File: config.mk
export PLATFORM = sky130hd
export DESIGN_NAME = mr_pulse_timer
export DESIGN_NICKNAME = d
export VERILOG_FILES = /design/src/rtl/mr_pulse_timer.sv
export SDC_FILE = /design/constraint.sdc
export NUM_CORES = 1
export LEC_CHECK = 0
export BUFFER_PORTS_ARGS = -buffer_cell sky130_fd_sc_hd__buf_2
export CORE_MARGIN = 2
export CORE_UTILIZATION = 40
export DETAILED_ROUTE_END_ITERATION = 8
export PLACE_DENSITY = 0.68
export SETUP_SLACK_MARGIN = 0.3
export SYNTH_ARGS = -nofsm -noshare
export SYNTH_HDL_FRONTEND = slang
export SYNTH_SLANG_ARGS = --single-unit
File: constraint.sdc
create_clock -name clk -period 2.9 [get_ports clk]
set_input_delay 0.58 -clock clk [delete_from_list [all_inputs] [get_ports clk]]
set_output_delay 0.58 -clock clk [all_outputs]
set_load 0.005 [all_outputs]
File: src/rtl/mr_pulse_timer.sv
module mr_pulse_timer #(
  parameter int unsigned TIMEOUT_CYCLES = 10_000_000,
  parameter bit          ACTIVE_HIGH    = 1'b1
) (
  input  logic clk,
  input  logic rst_n,
  input  logic mr_in,
  output logic rst_out,
  output logic rst_out_n,
  output logic mem_disable
);
  localparam int unsigned CW   = (TIMEOUT_CYCLES > 1) ? $clog2(TIMEOUT_CYCLES) : 1;
  localparam logic [CW-1:0] LAST = CW'(TIMEOUT_CYCLES - 1);
  localparam logic IDLE_LVL    = ACTIVE_HIGH ? 1'b0 : 1'b1;

  logic [1:0]    sync_q;
  logic          act_q;
  logic          busy_q;
  logic [CW-1:0] cnt_q;
  logic          act_lvl;
  logic          edge_hit;

  assign act_lvl  = ACTIVE_HIGH ? sync_q[1] : ~sync_q[1];
  assign edge_hit = act_lvl & ~act_q;

  always_ff @(posedge clk or negedge rst_n) begin
    if (!rst_n) begin
      sync_q <= {2{IDLE_LVL}};
      act_q  <= 1'b0;
    end else begin
      sync_q <= {sync_q[0], mr_in};
      act_q  <= act_lvl;
    end
  end

  always_ff @(posedge clk or negedge rst_n) begin
    if (!rst_n) begin
      busy_q <= 1'b0;
      cnt_q  <= '0;
    end else if (edge_hit) begin
      busy_q <= 1'b1;
      cnt_q  <= '0;
    end else if (busy_q) begin
      if (cnt_q == LAST) begin
        busy_q <= 1'b0;
      end else begin
        cnt_q <= cnt_q + 1'b1;
      end
    end
  end

  assign rst_out     = ~rst_n | busy_q;
  assign rst_out_n   = ~rst_out;
  assign mem_disable = rst_out | act_lvl;
endmodule


==> impl_metrics.tcl <==
set metrics [dict create \
    yosys.area.top_type "dfrtp_1" \
    met2_usage_pct 26.68 \
    ctsHtreeMaxLevel 1 \
    r2r_cells 6 \
    postCtsSetupRepairBufs 0 \
    core_sq_mm 0.003606 \
    ys.flop_type "dfrtp_1" \
    setup-violations-final 0 \
    clock-root-buffer "clkbuf_8" \
    syn_avg_cell_area_sq_um 9.512 \
    relSlewSlack_pct 35.97 \
    start_util_pct 41.15 \
    n_antenna_cell 0 \
    io_buffers 5 \
    power.density_mw_per_mm2 503.5 \
    dp_hpwl_um 2158 \
    critPathRequiredTime_ns 3.10 \
    globalRouteMet1Util_pct 23.33 \
    stdcell_area_sq_mm 0.001598 \
    postCtsHoldBufs 0 \
    place_congestion 0.8702 \
    critical_path_class "flop to flop" \
    num_vias 1193 \
    period_minus_slack_ns 2.275 \
    layout_commonest_cell "dfrtp_1" \
    grt_max_degree 31 \
    fin_tns_setup_ns 0 \
    cts_buffers 3 \
    finalCritPeriodShare_pct 78.46 \
    via_per_inst 5.763 \
    cts_buffer_depth 2 \
    ys_seq_area_share_pct 47.22 \
    n_fill_cell 326 \
    io_pins 6 \
    startpoint_type "flop" \
    fin_worst_skew_ns 0.001846 \
    peakVddDrop_mv 0.3451 \
    grt_busiest_layer "met2" \
    critPathCaptureType "flop" \
    grt_pass1_wl_um 5471 \
    worstPathArrival_ns 2.48 \
    clock_latency_ns 0.27 \
    syn_inst 156 \
    path_max_fanout 30 \
    final_antenna_net_count 0 \
    cts_sinks 28 \
    clk_pin_slew_ns 0.09 \
    layout_common_cells "28 x dfrtp_1, 13 x nand2_1, 12 x nand3_1, 11 x nor2_1" \
    wl_um 3049 \
    drc 0 \
    cts_resized 0 \
    p_leak_nw 0.6622 \
    yosys_warnings 0 \
    layout-drive-gt1-share_pct 11.95 \
    synth.area.top_cells "dfrtp_1 47%, nand3_1 4.0%, or4_1 4.0%, nand4_1 3.4%, nand2_1 3.3%" \
    fmax_mhz 439.5 \
    hold_class "input pin to asynchronous set/reset pin" \
    synth_async_sr_flop_share_pct 100.0 \
    dieArea_sq_mm 0.004213 \
    antenna_found_initial 0 \
    grt_pass1_vias 1177 \
    final_cells 207 \
    grt_setup_unrepaired "false" \
    syn-num-nets 160 \
    placementRows 22 \
    synth_edf_count 0 \
    utilization_pct 44.31 \
    drv_cap 0 \
    ys_ff_latch 28 \
    synth_cell_type_count 34 \
    cts_tree "done" \
    synth_top_area_share_pct 47.22 \
    synth_area_sq_mm 0.001484 \
    dr.first_iter.drc_count 46 \
    die_w_um 64.91 \
    worst_pin_slew_ns 0.9603 \
    track_usage_pct 16.77 \
    firstDrtPassIters 4 \
    placed_area_sq_mm 0.001526 \
    area.growth.synth_to_final_pct 7.673 \
    outcome "finished clean" \
    maxSlewViolCount 0 \
    grtUsageMet3_pct 4.167 \
    dpl.cell_count 203 \
    wl_per_cell_um 14.73 \
    fin_nets 164 \
    gr-total-overflow 0 \
    hold_viol 0 \
    die_h_um 64.91 \
]
worst paths after layout:
kind	from	end	slack, ns
worst max-delay path	cnt_q[0]$_DFFE_PN0P_	cnt_q[5]$_DFFE_PN0P_	0.62
worst min-delay path	rst_n	cnt_q[18]$_DFFE_PN0P_	0.32
worst max register to register	cnt_q[0]$_DFFE_PN0P_	cnt_q[5]$_DFFE_PN0P_	0.62
worst min register to register	sync_q[0]$_DFF_PN0_	sync_q[1]$_DFF_PN0_	0.38
max in group asynchronous	rst_n	cnt_q[14]$_DFFE_PN0P_	2.32
min in group clk	sync_q[0]$_DFF_PN0_	sync_q[1]$_DFF_PN0_	0.38
through the flow:
| stage | setup WS (ns) | hold WS [ns] | power (W) |
|---|---|---|---|
| after floorplan | 0.9964 | 0.2844 | 0.0004802 |
| after global placement | 0.8346 | 0.3445 | 0.0004975 |
| after detailed placement | 0.6344 | 0.3582 | 0.0005091 |
| after CTS | 0.6108 | 0.3331 | 0.0008118 |
| after global routing | 0.4109 | 0.3476 | 0.0008491 |
| final | 0.6246 | 0.3230 | 0.0008046 |
cell type report:
cell class | count | area, sq um | share of cell area, %
sequential | 28 | 700.7 | 43.85
clock inverter | 1 | 30.03 | 1.879
tap | 48 | 60.06 | 3.759
timing repair buffer | 6 | 32.53 | 2.036
multi-input combinational | 117 | 718.2 | 44.95
clock buffer | 3 | 41.29 | 2.584
inverter | 4 | 15.01 | 0.9397
cell usage after synthesis (5+ instances only):
master,number
nand2_1,13
nor2_1,11
nand3_1,12
a21oi_1,8
or4_1,8
o21ai_0,6
xor2_1,5
or3_1,5
o211ai_1,6
nand4_1,8
dfrtp_1,28
cell families (layout without fill, tap and decap cells):
logic type	Yosys count	after routing	share of synthesized area (%)
AOI/OAI and AO/OA	24	24	9.865
DFF	28	28	47.22
buffers and inverters	11	14	4.384
and+or+nand+nor	83	83	32.38
adders and majority gates	1	1	0.8430
xor gates and xnor gates	9	9	5.312
worst max-delay path, stage by stage, from the launching register on:
cell,delay [ns]
dfrtp_1,0.46
ha_1,0.25
and3_1,0.22
nand4_1,0.12
o21ai_2,0.76
o21ai_0,0.22
a21oi_1,0.16
registers in the layout (all words and copies together), names as in the netlist:
| name | count |
|---|---|
| cnt_q | 24 |
| act_q | 1 |
| busy_q | 1 |
| sync_q | 2 |
power by group:
group | switching [W] | internal (W)
registers | 0.0000330 | 0.000413
clock network | 0.000118 | 0.000185
logic | 0.0000350 | 0.0000214
metal layers:
metal / vias up / routed length (um) / share of wire [%]
li1: 579 / - / -
met1: 581 / 1387 / 45
met2: 27 / 1472 / 48
met3: 6 / 152 / 5.0
met4: 0 / 36 / 1.2
met5: - / 0 / 0
No activity file was read; power rests on OpenSTA's default activity.
